==> config.mk <==
export PLATFORM = sky130hd
export DESIGN_NAME = sync_fifo_sa
export DESIGN_NICKNAME = d
export VERILOG_FILES = /design/src/rtl/fifo_sa_pkg.sv /design/src/rtl/fifo_sa_ctrl.sv /design/src/rtl/fifo_sa_mem.sv /design/src/rtl/fifo_sa_rdreg.sv /design/src/rtl/sync_fifo_sa.sv
export SDC_FILE = /design/constraint.sdc
export NUM_CORES = 1
export LEC_CHECK = 0
export ABC_AREA = 1
export CAP_MARGIN = 20
export CORE_AREA = 2 2 96 98
export DETAILED_ROUTE_END_ITERATION = 6
export DIE_AREA = 0 0 98 100
export GPL_ROUTABILITY_DRIVEN = 0
export HOLD_SLACK_MARGIN = 0.03
export PLACE_DENSITY_LB_ADDON = 0.08
export SLEW_MARGIN = 20
export SYNTH_ARGS = -nofsm -noshare
export SYNTH_HDL_FRONTEND = slang
export SYNTH_HIERARCHICAL = 1
export SYNTH_SLANG_ARGS = --single-unit
==> constraint.sdc <==
create_clock -name clk_i -period 3.1 [get_ports clk_i]
set_input_delay 0.465 -clock clk_i [delete_from_list [all_inputs] [get_ports clk_i]]
set_output_delay 0.465 -clock clk_i [all_outputs]
set_load 0.02 [all_outputs]
==> src/rtl/fifo_sa_pkg.sv <==
package fifo_sa_pkg;
  typedef enum logic {
    RD_NORMAL    = 1'b0,
    RD_SHOWAHEAD = 1'b1
  } rd_mode_e;
endpackage

==> src/rtl/fifo_sa_ctrl.sv <==
module fifo_sa_ctrl #(
  parameter int unsigned USED_W    = 3,
  parameter bit          OVF_GUARD = 1'b1,
  parameter bit          UNF_GUARD = 1'b1,
  localparam int unsigned PTR_W    = USED_W + 1,
  localparam int unsigned DEPTH    = 1 << USED_W
) (
  input  logic              clk_i,
  input  logic              rst_ni,
  input  logic              clear_i,
  input  logic              wr_req_i,
  input  logic              rd_req_i,
  output logic              wr_fire_o,
  output logic              rd_fire_o,
  output logic [USED_W-1:0] wr_addr_o,
  output logic [USED_W-1:0] rd_addr_o,
  output logic              full_o,
  output logic              empty_o,
  output logic [USED_W-1:0] used_o
);
  logic [PTR_W-1:0] wr_ptr_q, rd_ptr_q, fill;

  // pointers carry one extra bit so DEPTH words differ from zero words
  assign fill    = wr_ptr_q - rd_ptr_q;
  assign full_o  = (fill == PTR_W'(DEPTH));
  assign empty_o = (fill == '0);
  assign used_o  = fill[USED_W-1:0];

  assign wr_fire_o = wr_req_i && !(OVF_GUARD && full_o) && !clear_i;
  assign rd_fire_o = rd_req_i && !(UNF_GUARD && empty_o) && !clear_i;
  assign wr_addr_o = wr_ptr_q[USED_W-1:0];
  assign rd_addr_o = rd_ptr_q[USED_W-1:0];

  always_ff @(posedge clk_i or negedge rst_ni) begin
    if (!rst_ni) begin
      wr_ptr_q <= '0;
      rd_ptr_q <= '0;
    end else if (clear_i) begin
      wr_ptr_q <= '0;
      rd_ptr_q <= '0;
    end else begin
      if (wr_fire_o) wr_ptr_q <= wr_ptr_q + 1'b1;
      if (rd_fire_o) rd_ptr_q <= rd_ptr_q + 1'b1;
    end
  end

  assert_clear_R12: assert property (@(posedge clk_i) disable iff (!rst_ni)
    clear_i |=> (empty_o && !full_o && used_o == '0));

  assert_rw_hold_R11: assert property (@(posedge clk_i) disable iff (!rst_ni)
    (!full_o && !empty_o && wr_req_i && rd_req_i && !clear_i) |=> $stable(used_o));

  if (OVF_GUARD) begin : g_ovf_chk
    assert_no_overflow_R8: assert property (@(posedge clk_i) disable iff (!rst_ni)
      (full_o && wr_req_i && !rd_req_i && !clear_i) |=> (full_o && $stable(wr_addr_o)));
  end
  if (UNF_GUARD) begin : g_unf_chk
    assert_no_underflow_R9: assert property (@(posedge clk_i) disable iff (!rst_ni)
      (empty_o && rd_req_i && !wr_req_i && !clear_i) |=> (empty_o && $stable(rd_addr_o)));
  end
endmodule

==> src/rtl/fifo_sa_mem.sv <==
module fifo_sa_mem #(
  parameter int unsigned DATA_W = 8,
  parameter int unsigned ADDR_W = 3,
  localparam int unsigned WORDS = 1 << ADDR_W
) (
  input  logic              clk_i,
  input  logic              wr_en_i,
  input  logic [ADDR_W-1:0] wr_addr_i,
  input  logic [DATA_W-1:0] wr_data_i,
  input  logic [ADDR_W-1:0] rd_addr_i,
  output logic [DATA_W-1:0] rd_data_o
);
  logic [DATA_W-1:0] store_q [WORDS];

  always_ff @(posedge clk_i) begin
    if (wr_en_i) store_q[wr_addr_i] <= wr_data_i;
  end

  assign rd_data_o = store_q[rd_addr_i];
endmodule

==> src/rtl/fifo_sa_rdreg.sv <==
module fifo_sa_rdreg #(
  parameter int unsigned DATA_W = 8
) (
  input  logic              clk_i,
  input  logic              rst_ni,
  input  logic              rd_fire_i,
  input  logic [DATA_W-1:0] head_i,
  output logic [DATA_W-1:0] rd_data_o
);
  always_ff @(posedge clk_i or negedge rst_ni) begin
    if (!rst_ni)        rd_data_o <= '0;
    else if (rd_fire_i) rd_data_o <= head_i;
  end

  assert_rd_hold_R5: assert property (@(posedge clk_i) disable iff (!rst_ni)
    !rd_fire_i |=> $stable(rd_data_o));
endmodule

==> src/rtl/sync_fifo_sa.sv <==
module sync_fifo_sa
  import fifo_sa_pkg::*;
#(
  parameter int unsigned DATA_W    = 8,
  parameter int unsigned DEPTH     = 8,
  parameter int unsigned USED_W    = 3,
  parameter rd_mode_e    RD_MODE   = RD_NORMAL,
  parameter bit          OVF_GUARD = 1'b1,
  parameter bit          UNF_GUARD = 1'b1
) (
  input  logic              clk_i,
  input  logic              rst_ni,
  input  logic              clear_i,
  input  logic              wr_req_i,
  input  logic [DATA_W-1:0] wr_data_i,
  input  logic              rd_req_i,
  output logic [DATA_W-1:0] rd_data_o,
  output logic              full_o,
  output logic              empty_o,
  output logic [USED_W-1:0] used_o
);
  logic              wr_fire, rd_fire;
  logic [USED_W-1:0] wr_addr, rd_addr;
  logic [DATA_W-1:0] head;

  initial begin
    assert_depth_R1: assert (DEPTH >= 4 && DEPTH == (1 << USED_W))
      else $error("sync_fifo_sa: DEPTH must be >= 4 and equal 2**USED_W");
  end

  fifo_sa_ctrl #(
    .USED_W(USED_W), .OVF_GUARD(OVF_GUARD), .UNF_GUARD(UNF_GUARD)
  ) u_ctrl (
    .clk_i, .rst_ni, .clear_i, .wr_req_i, .rd_req_i,
    .wr_fire_o(wr_fire), .rd_fire_o(rd_fire),
    .wr_addr_o(wr_addr), .rd_addr_o(rd_addr),
    .full_o, .empty_o, .used_o
  );

  fifo_sa_mem #(.DATA_W(DATA_W), .ADDR_W(USED_W)) u_mem (
    .clk_i, .wr_en_i(wr_fire), .wr_addr_i(wr_addr), .wr_data_i,
    .rd_addr_i(rd_addr), .rd_data_o(head)
  );

  if (RD_MODE == RD_SHOWAHEAD) begin : g_showahead
    // oldest word drives the output directly; a read only advances the pointer
    assign rd_data_o = head;
  end else begin : g_normal
    fifo_sa_rdreg #(.DATA_W(DATA_W)) u_rdreg (
      .clk_i, .rst_ni, .rd_fire_i(rd_fire), .head_i(head), .rd_data_o
    );
  end
endmodule

**Word level (Yosys, flattened, before mapping)**

Memory sizes are Yosys's and may differ from the RTL's. A register that Yosys moved wholly into a read port is not among the register bits.
Index checks and enable logic that the tools add are counted.

- Reduce and logical (&&, ||, !) cells: 11
- Add/subtract/negate cells: 3
- Multiplexer cells: 6
- Eq/ne operators: 1

Operator list:

| operator | count |
|---|---|
| two-way mux 4 bit | 4 |
| adder 4 x 1 -> 4 bit (second input constant) | 2 |
| equality test 4 bit (second input constant) | 1 |
| logical AND 1 bit | 4 |
| logical NOT 1 bit | 4 |
| logical NOT 4 bit | 1 |
| nonzero test 2 bit | 2 |
| subtractor 4 bit | 1 |
| two-way mux 1 bit | 2 |

- Output and inout bits: 13
- Memory bits (writable): 64
- Memories: 1
- Input port bits: 13
- Logic and storage cells: 24
- Register bits: 8

Memory list:

| name | depth | width | rd ports | clocked after Yosys merged registers in | write ports | RTL line | RTL |
|---|---|---|---|---|---|---|---|
| u_mem.store_q | 8 | 8 | 1 | 1 | 1 | fifo_sa_mem.sv:13 | `logic [DATA_W-1:0] store_q [WORDS];` |

**Longest topological paths before layout**

Gate-level depths: netlist (run 1).

- Depth in word-level cells: 7
- Mapped depth: 15
- Depth with buffers taken out: 14

**Hierarchy**

The synthesis (run 1) kept the hierarchy.

Modules (own cells, without submodules):

| module | area each (sq um) | cells each | seq. area each (sq um) | instances |
|---|---|---|---|---|
| fifo_sa_mem | 2890.3 | 295 | 1921.8 | 1 |
| fifo_sa_ctrl | 711.9 | 87 | 200.2 | 1 |
| fifo_sa_rdreg | 305.3 | 34 | 200.2 | 1 |

**Least setup slack after synthesis (run 1)**

OpenSTA, ideal clock, no wires.

- Path type: register -> register
- Start point: reg u_ctrl.wr_ptr_q[0]
- End point: mem u_mem.store_q[1][0], enable pin
- Path slack: 435 ps
- Path buffers: 0
- Setup time: 370 ps
- Period minus slack after synthesis: 2665 ps
- Cell stages (with the launch flop): 12
- Arrival time: 2295 ps
- Data required time: 2730 ps
- Cell sequence: dfrtp_1 > inv_1 > ha_1 > inv_1 > fa_1 > or2_4 > nor2_8 > nand3_4 > nand2_4 > nor2_1 > nand2_1 > nor2_1

- Cells in the longest elaborated chain, start to end: 7

Ends and longest elaborated chain:

| item | RTL line | RTL |
|---|---|---|
| start, declared | fifo_sa_ctrl.sv:21 | `logic [PTR_W-1:0] wr_ptr_q, rd_ptr_q, fill;` |
| start signal, assigned | fifo_sa_ctrl.sv:42 | `if (wr_fire_o) wr_ptr_q <= wr_ptr_q + 1'b1;` |
| subtractor 4 bit | fifo_sa_ctrl.sv:24 | `assign fill = wr_ptr_q - rd_ptr_q;` |
| via used_o[1] | sync_fifo_sa.sv:20 | `output logic [USED_W-1:0] used_o` |
| equality test 4 bit | fifo_sa_ctrl.sv:25 | `assign full_o = (fill == PTR_W'(DEPTH));` |
| logical NOT 1 bit | fifo_sa_ctrl.sv:29 | `assign wr_fire_o = wr_req_i && !(OVF_GUARD && full_o) && !clear_i;` |
| logical AND 1 bit (2 in a row) | fifo_sa_ctrl.sv:29 |  |
| via wr_fire | sync_fifo_sa.sv:22 | `logic wr_fire, rd_fire;` |
| two-way mux 1 bit | fifo_sa_mem.sv:16 | `if (wr_en_i) store_q[wr_addr_i] <= wr_data_i;` |
| two-way mux 1 bit (implied by the code) | fifo_sa_mem.sv:16 |  |
| end, declared | fifo_sa_mem.sv:13 |  |

The timed path passes the listed nets, and every way through them passes these cells.

**Worst setup path after layout (run 1)**

- Start point: reg u_ctrl.wr_ptr_q[0]
- End point: out full_o

- Cells in the longest elaborated chain, start to end: 2

Ends and longest elaborated chain:

| item | RTL line | RTL |
|---|---|---|
| subtractor 4 bit | fifo_sa_ctrl.sv:24 |  |
| equality test 4 bit | fifo_sa_ctrl.sv:25 |  |
| end, declared | sync_fifo_sa.sv:18 | `output logic full_o,` |

No other way between the ends.

==> results of run 1 <==
[critical path, stage by stage (launching register included)]
cell           delay, ps
dfrtp_2              440
inv_1                 90
ha_1                 140
inv_1                 60
fa_1                 460
or2_4                290
nor2_8               140
nand3_4              130
inv_2                 60
dlygate4sd2_1        320
[area by class of cell]
cell class / count / area [um2] / area share (%)
Multi-Input combinational cell: 234 / 1110 / 25.63
Clock inverter: 4 / 28.78 / 0.6645
Clock buffer: 12 / 145.1 / 3.352
Inverter: 83 / 314.1 / 7.252
Tap cell: 111 / 138.9 / 3.207
Sequential cell: 80 / 2323 / 53.66
Timing Repair Buffer: 28 / 270.3 / 6.241
[layout by cell type, fill, tap and decap left out, types with 2 or more instances in the layout]
master / n
buf_4: 3
clkbuf_1: 2
clkbuf_8: 10
clkdlybuf4s50_1: 23
clkinvlp_4: 2
dfrtp_1: 15
dlygate4sd2_1: 2
edfxtp_1: 64
ha_1: 5
inv_1: 78
inv_2: 4
nand2_1: 152
nand2_4: 2
nand3_1: 45
nand3_4: 2
nand4_1: 8
nor2_1: 10
xor2_1: 4
[registers in the layout, summed over array words and instances (netlist names)]
name	count
u_ctrl/wr_ptr_q	4
u_ctrl/rd_ptr_q	4
u_mem/store_q	64
g_normal.u_rdreg/rd_data_o	8
[kinds of logic (layout without fill, tap and decap cells)]
| family | after synthesis | in the layout |
|---|---|---|
| simple gates | 223 | 223 |
| compound gates | 1 | 1 |
| xor+xnor | 4 | 4 |
| fa+ha+maj | 6 | 6 |
| buf+inv | 102 | 127 |
| flops | 80 | 80 |
[worst max path at each step]
stage | to | slack (ps) | depth (start not counted)
2_1_floorplan | u_mem/store_q[1][0] | 440 | 11
3_3_place_gp | full_o | 220 | 9
3_5_place_dp | u_mem/store_q[0][6] | 160 | 13
4_1_cts | empty_o | 80 | 9
5_1_grt | u_mem/store_q[1][5] | 2 | 13
6_report | full_o | 140 | 9
[routing by layer]
layer | GRT usage [%] | up-vias | wire length [um] | part of all wire [%]
li1 | - | 1329 | - | -
met1 | 23.61 | 1209 | 3803 | 46
met2 | 30.03 | 47 | 3922 | 48
met3 | 4.248 | 13 | 302 | 3.7
met4 | 7.372 | 0 | 214 | 2.6
met5 | 0 | - | 0 | 0
[what timing repair did]
action	CTS	global route
setup endpoints to repair	2	18
gates resized for setup	2	2
hold buffers	0	0
pin swaps	0	0
setup buffers	0	0
[report_power, final]
group	internal, W	switching (W)	total (W)
registers	0.00128	0.0000598	0.00134
clock network	0.000315	0.000377	0.000692
logic	0.000528	0.000936	0.00146
total	0.00212	0.00137	0.00350
[stage by stage]
stage,setup WS [ps],utilization (%),cell area [um2],hold slack [ps],instances
6_report,143.0,48.71,4330,473.8,552
5_1_grt,2.095,48.71,4330,525.6,552
4_1_cts,80.59,48.67,4327,480.2,552
3_5_place_dp,160.5,46.74,4155,460.2,536
3_3_place_gp,221.0,46.74,4155,458.5,536
2_1_floorplan,435.2,-,3908,169.4,416
==> reports/qor.yml, run 1 <==
drt:
  vias: 2598
  firstDrtPassIters: 4
  drtAntennaViolNets: 0
  drt_wl_total_um: 8243
  via_per_inst: 4.707
  wl_per_cell_um: 14.93
  drc_errors: 0
  drt-initial-drc-count: 140
placement:
  port_buffers: 25
  hpwl_um: 5665
timing:
  fin_crit_ps: 2957
  setup_tns_ps: 0
  finalHoldViolCount: 0
  rsz0062_at_grt: "no"
  timing.fmax_ghz: 0.3382
  slew_headroom_pct: 50.57
  slew_violations: 0
  worst_pin_slew_ps: 739.2
  setup_viol: 0
  fin_skew_ps: 5.591
  period_share_pct: 95.39
synth:
  netlist_area_mm2: 0.003907
  post_synth_xor_area_fraction_pct: 0.8966
  synth_top_family_by_area: "simple AND/OR/NAND/NOR gates"
  synth_flop_cell: "edfxtp_1"
  avgSynthCellArea_um2: 9.393
  syn-num-nets: 435
  synth.distinct_cells: 22
  synth_edf_count: 64
  synth.area.top_cells: "edfxtp_1, nand2_1, dfrtp_1"
  yosysTopAreaCellShare_pct: 49.18
  syn-instance-count: 416
  yosysTopAreaCell: "edfxtp_1"
  ys_seq_area_share_pct: 59.43
  synth_compound_area_share_pct: 0.1281
  yosysWarnings: 6
  synthSimpleGateAreaFrac_pct: 25.20
  ys_ff_latch: 80
  netlist_top_cells_count: "nand2_1, inv_1, edfxtp_1"
  muxShareOfSynthArea_pct: 0
  synth.most_common_cell: "nand2_1"
  ys_async_sr_fraction_pct: 20.00
  synth_fa_ha_area_share_pct: 2.113
cts:
  clk_pin_slew_ps: 80
  clkLatencyLatePin_ps: 350
  clk_path_buf_depth: 2
  htreeDepth: 3
  cts-root-buf: "clkbuf_8"
  clock-sinks: 80
  numCtsBuffers: 9
  cts_tree: "yes"
flow_run:
  maxCapViolations: 0
worst_setup_path:
  cp.arrival_ps: 2490
  start_kind: "flop"
  r2r-end: "u_mem/store_q[2][0]"
  r2r_cells: 13
  crit_type: "reg2out"
  end_kind: "primary output"
  crit_fanout: 6
  r2r_slack_ps: 190
  startpoint: "u_ctrl/wr_ptr_q[0]"
  rr_startpoint: "u_ctrl/wr_ptr_q[0]"
  cp_data_required_time_ps: 2630
worst_hold_path:
  whs_endpoint: "g_normal.u_rdreg/rd_data_o[3]"
  hold_class: "reg2reg"
  worstHoldStart: "g_normal.u_rdreg/rd_data_o[3]"
  hold_path_depth: 2
power_and_ir_drop:
  p_leak_nw: 2.008
  powerDensity_mw_per_mm2: 807.5
  ir_drop_mv: 0.6507
  finalPower_w: 0.003497
global_route:
  grt_use_total_pct: 18.28
  grt_first_pass_wirelength_um: 13280
  grt_remaining_overflow: 0
  antenna_found_initial: 0
  grt_pass1_vias: 2550
  grt_max_degree: 38
finish:
  antenna_cells: 0
  final_nets: 455
  num-fill-cells: 851
  syn2layout_area_growth_pct: 10.82
  drive_above_1_share_pct: 7.029
floorplan:
  coreArea_mm2: 0.008890
  die_y_um: 100
  io_pins: 26
  die_x_um: 98
  die_area_mm2: 0.009800
  start_util_pct: 43.95
  num_rows: 35
outcome:
  status: "finished clean"
(Power assumes the default switching activity.)
==> run 2, diff against run 1 <==
--- a/config.mk
+++ b/config.mk
@@ -11,6 +11,7 @@
 export DETAILED_ROUTE_END_ITERATION = 6
 export DIE_AREA = 0 0 98 100
 export GPL_ROUTABILITY_DRIVEN = 0
+export GPL_TIMING_DRIVEN = 0
 export HOLD_SLACK_MARGIN = 0.03
 export PLACE_DENSITY_LB_ADDON = 0.08
 export SLEW_MARGIN = 20
==> run 2 against run 1 <==
Effect of this change:
- count of clock-buffer cells in the layout is 1 lower
- highest routed layer unchanged
- utilization is 2.2 points higher
- total power is 7.5% higher
- global-route usage is 0.13 points higher
- flip-flop and latch count stayed put
- fmax is 1.9% lower
- sequential power hardly changed
- clock skew is 2.8 ps higher
- critical path depth is 2 higher
- largest power group unchanged
- clock power is 20% higher
- die area stayed put
==> reports/qor.yml, run 2 (synthesis gave the netlist of run 1 again) <==
floorplan:
  coreArea_mm2: 0.008890
  die_y_um: 100
  die_x_um: 98
  io_pins: 26
  die_area_mm2: 0.009800
  num_rows: 35
  start_util_pct: 43.95
finish:
  final_nets: 471
  instances_no_fill: 568
  reg.largest.list: "u_mem/store_q: 64 flops, g_normal.u_rdreg/rd_data_o: 8 flops"
  mostFrequentLayoutCells: "nand2_1, inv_1, edfxtp_1"
  top_register: "u_mem/store_q"
  antenna_cells: 0
  num-fill-cells: 854
  syn2layout_area_growth_pct: 15.75
  final_common_cell: "nand2_1"
  utilization_pct: 50.88
  largest_reg_flops: 64
  drive_above_1_share_pct: 11.38
global_route:
  grt_pass1_vias: 2543
  antenna_found_initial: 0
  grt_use_total_pct: 18.42
  grt_first_pass_wirelength_um: 13270
  grt_max_degree: 17
  grt_remaining_overflow: 0
timing:
  fin_skew_ps: 8.387
  timing.fmax_ghz: 0.3318
  fin_crit_ps: 3013
  worst_pin_slew_ps: 930.7
  fin_hold_ws_ps: 474.1
  finalHoldViolCount: 0
  slew_headroom_pct: 37.73
  setup_tns_ps: 0
  setup_viol: 0
  rsz0062_at_grt: "yes"
  slew_violations: 0
  period_share_pct: 97.21
power_and_ir_drop:
  p_clk_share_pct: 22.1
  ir_drop_mv: 0.5061
  finalPower_w: 0.003758
  p_sw_w: 0.001403
  powerDensity_mw_per_mm2: 830.9
  p_leak_nw: 2.117
  switching_share_pct: 37.33
  p_int_w: 0.002355
  seqPwrFrac_pct: 35.8
  combPwrFrac_pct: 42.1
cts:
  clock-sinks: 80
  cts-root-buf: "clkbuf_8"
  htreeDepth: 3
  clkLatencyLatePin_ps: 350
  numCtsBuffers: 9
  clk_pin_slew_ps: 80
  clk_path_buf_depth: 2
  cts_tree: "yes"
worst_setup_path:
  crit_type: "reg2reg"
  startpoint: "u_ctrl/wr_ptr_q[0]"
  rr_startpoint: "u_ctrl/wr_ptr_q[0]"
  path_cells: "inv_1 > ha_1 > inv_1 > fa_1 > or2_4 > nor2_8 > nand3_4 > nand2_4 > nor2_1 > nand2_1 > nor2_1"
  cp.arrival_ps: 2990
  end_kind: "flop"
  cp_data_required_time_ps: 3080
  crit_fanout: 8
  start_kind: "flop"
  slowest_stage: "nor2_1"
  cp_slowest_stage_delay_ps: 730
worst_hold_path:
  hold_class: "reg2reg"
  worstHoldStart: "g_normal.u_rdreg/rd_data_o[3]"
placement:
  hpwl_um: 5500
  port_buffers: 25
  dp_cells: 552
drt:
  vias: 2654
  drt_wl_total_um: 8216
  drt-initial-drc-count: 105
  drtAntennaViolNets: 0
  drc_errors: 0
  firstDrtPassIters: 4
  via_per_inst: 4.673
  wl_per_cell_um: 14.46
outcome:
  status: "finished clean"
flow_run:
  maxCapViolations: 0
run 2: power by group through the flow:
stage / Clock (W) / Combinational [W] / Sequential [W]
6_report: 0.000830 / 0.00158 / 0.00135
4_1_cts: 0.000855 / 0.00160 / 0.00135
3_3_place_gp: 0 / 0.00160 / 0.00137
5_1_grt: 0.000903 / 0.00175 / 0.00137
2_1_floorplan: 0 / 0.00104 / 0.00142
3_5_place_dp: 0 / 0.00161 / 0.00137
run 2: per-layer routing:
| metal | vias to the layer above | wire length, um | track usage [%] |
|---|---|---|---|
| met4 | 0 | 154 | 6.517 |
| met3 | 10 | 267 | 4.666 |
| met2 | 38 | 4084 | 30.93 |
| met5 | - | 0 | 0 |
| li1 | 1364 | - | - |
| met1 | 1242 | 3710 | 23.35 |
run 2: critical path: cells and delay by family (launching register included):
kind	cells	cell delay, ps
buf+inv	2	130
simple gates	7	1400
fa+ha+maj	2	650
flops	1	440
run 2: timing repair:
action	in CTS	in global routing
setup buffers	0	0
pin swaps	0	0
endpoints found under the setup margin	10	58
gates resized for setup	3	6
hold buffers	0	0
run 2: per-stage QoR:
| stage | setup WS, ps | cell area, um2 |
|---|---|---|
| floorplan | 435.2 | 3908 |
| global placement | 35.12 | 4297 |
| detailed placement | -5.856 | 4297 |
| CTS | 26.37 | 4509 |
| global route | -56.59 | 4523 |
| finish | 86.56 | 4523 |
run 2: final timing paths:
path,to,slack (ps),depth (start not counted)
worst min register to register,g_normal.u_rdreg/rd_data_o[3],470,2
worst max-delay path,u_mem/store_q[7][2],90,11
max in group asynchronous,u_ctrl/wr_ptr_q[0],2040,1
worst min-delay path,g_normal.u_rdreg/rd_data_o[3],470,2
min in group asynchronous,g_normal.u_rdreg/rd_data_o[7],550,1
worst max register to register,u_mem/store_q[7][2],90,11
run 2: layout make-up:
cell class                      count  area, um2  share of cell area, %
Clock inverter                      5      81.33                  1.798
Inverter                           83      314.1                  6.943
Tap cell                          111      138.9                  3.071
Multi-Input combinational cell    234       1122                  24.81
Timing Repair Buffer               25      247.7                  5.477
Sequential cell                    80       2323                  51.37
Clock buffer                       11      131.4                  2.905
Buffer                             19      163.9                  3.624
==> run 3, diff against run 2 <==
--- a/config.mk
+++ b/config.mk
@@ -10,6 +10,7 @@
 export CORE_AREA = 2 2 96 98
 export DETAILED_ROUTE_END_ITERATION = 6
 export DIE_AREA = 0 0 98 100
+export DONT_BUFFER_PORTS = 1
 export GPL_ROUTABILITY_DRIVEN = 0
 export GPL_TIMING_DRIVEN = 0
 export HOLD_SLACK_MARGIN = 0.03
==> run 3 against run 2 <==
Effect of this change:
- critical path type unchanged
- largest cell class unchanged
- first-iteration DRC count increased by 3.8%
- final cell count decreased by 4.2%
- highest routed layer unchanged
- total power decreased by 6.1%
- critical path depth decreased by 1
- sequential power increased by 4%
- wire length decreased by 0.45%
- count of clock-buffer cells in the layout increased by 2
- flip-flop and latch count unchanged
- the run now ends with setup timing left
- non-clock buffer count decreased by 24
==> reports/qor.yml, run 3 (synthesis gave the netlist of run 1 again) <==
outcome:
  status: "complete, but fails checks"
  violations: "setup timing"
worst_setup_path:
  slowest_stage: "nor2_1"
  start_kind: "flop"
  cp_data_required_time_ps: 3070
  cp.arrival_ps: 3190
  r2r_cells: 10
  worstSetupPathDepth: 10
  critPathTopFamily: "simple AND/OR/NAND/NOR gates"
  crit_fanout: 8
  crit_type: "reg2reg"
  end_kind: "flop"
  cp_common_cell: "nor2_1"
  cp_slowest_stage_delay_ps: 780
  r2r_slack_ps: -120
  critPathBufInv: 1
  path_cells: "ha_1 > inv_1 > fa_1 > or2_4 > nor2_8 > nand3_4 > nand2_4 > nor2_1 > nand2_1 > nor2_1"
flow_run:
  maxCapViolations: 0
floorplan:
  die_area_mm2: 0.009800
  io_pins: 26
  start_util_pct: 43.95
  coreArea_mm2: 0.008890
  die_x_um: 98
  die_y_um: 100
  num_rows: 35
drt:
  drt-initial-drc-count: 109
  via_per_inst: 4.695
  vias: 2554
  drt_wl_total_um: 8179
  drtAntennaViolNets: 0
  drc_errors: 0
  wl_per_cell_um: 15.03
  firstDrtPassIters: 4
finish:
  final_nets: 447
  fin_area_mm2: 0.004302
  antenna_cells: 0
  drive_above_1_share_pct: 11.78
  reg.largest.list: "u_mem/store_q: 64 flops, g_normal.u_rdreg/rd_data_o: 8 flops"
  utilization_pct: 48.39
  top_register: "u_mem/store_q"
  num-fill-cells: 877
  syn2layout_area_growth_pct: 10.09
  instances_no_fill: 544
  final_common_cell: "nand2_1"
  mostFrequentLayoutCells: "nand2_1, inv_1, edfxtp_1"
  largest_reg_flops: 64
timing:
  worst_pin_slew_ps: 976.2
  fin_crit_ps: 3224
  setup_viol: 16
  rsz0062_at_grt: "yes"
  finalHoldViolCount: 0
  fin_skew_ps: 12.99
  slew_headroom_pct: 34.68
  period_share_pct: 104.0
  layout_setup_ws_ps: -123.9
  slew_violations: 0
  timing.fmax_ghz: 0.3102
global_route:
  grt_pass1_vias: 2461
  grt_use_total_pct: 18.11
  grt_remaining_overflow: 0
  grt_first_pass_wirelength_um: 13080
  antenna_found_initial: 0
  grt_max_degree: 17
cts:
  cts-root-buf: "clkbuf_8"
  clkLatencyLatePin_ps: 350
  cts_tree: "yes"
  clk_pin_slew_ps: 90
  htreeDepth: 3
  numCtsBuffers: 9
  cts_setup_buffers: 0
  clock-sinks: 80
  clk_path_buf_depth: 2
placement:
  place_ws_ps: -157.7
  dp_cells: 527
  port_buffers: 0
  placed_cell_area_mm2: 0.004046
  hpwl_um: 5434
power_and_ir_drop:
  ir_drop_mv: 0.6379
  powerDensity_mw_per_mm2: 820.3
  p_leak_nw: 2.027
worst_hold_path:
  hold_path_depth: 0
  hold_class: "in2reg"
## run 3: changes by cell type in the layout (fill, tap and decap cells not counted), sizes merged
cell / change
clkbuf: +2
clkinvlp: -1
bufinv: -1
dlygate4sd3: +1
dlygate4sd2: -2
clkdlybuf4s50: -23
## run 3: metal layers
layer | vias up | routed length, um | global-route usage [%]
met3 | 9 | 395 | 3.691
met2 | 47 | 3867 | 29.29
li1 | 1312 | - | -
met1 | 1186 | 3787 | 24.39
met4 | 0 | 129 | 6.731
met5 | - | 0 | 0
## run 3: through the flow
stage / TNS, ps / hold WS (ps) / power [W]
after global routing: -4025 / 176.9 / 0.003788
after floorplan: 0 / 169.4 / 0.002463
after detailed placement: -4379 / 169.6 / 0.002749
final: -1454 / 201.7 / 0.003528
after CTS: -2035 / 184.4 / 0.003574
after global placement: -4245 / 169.7 / 0.002735
## run 3: power by group
| part | total [W] | switching [W] | internal, W | leakage, nW |
|---|---|---|---|---|
| Clock | 0.000810 | 0.000369 | 0.000442 | 0.109 |
| Sequential | 0.00141 | 0.000135 | 0.00128 | 0.786 |
| Combinational | 0.00130 | 0.000851 | 0.000452 | 1.13 |
## run 3: area by class of cell
| class | count | area (um2) | area share [%] |
|---|---|---|---|
| sequential | 80 | 2322 | 53.98 |
| buffer | 19 | 163.9 | 3.810 |
| timing repair buffer | 1 | 10.01 | 0.2327 |
| inverter | 83 | 314.1 | 7.301 |
| tap | 111 | 138.9 | 3.229 |
| clock inverter | 3 | 40.04 | 0.9308 |
| multi-input combinational | 234 | 1142 | 26.56 |
| clock buffer | 13 | 170.2 | 3.956 |
## run 3: path summary, 6_finish.rpt
check | startpoint | to
min | wr_data_i[2] | u_mem/store_q[2][2]
min in group asynchronous | rst_ni | g_normal.u_rdreg/rd_data_o[6]
min reg2reg | u_ctrl/wr_ptr_q[3] | u_ctrl/wr_ptr_q[3]
max reg2reg | u_ctrl/rd_ptr_q[0] | u_mem/store_q[4][1]
max | u_ctrl/rd_ptr_q[0] | u_mem/store_q[4][1]
max in group asynchronous | rst_ni | u_ctrl/wr_ptr_q[1]
## run 3: timing repair
item,CTS,global route
hold buffers,1,0
setup endpoints to repair,64,64
gates resized for setup,5,5
endpoints found under the hold margin,16,0
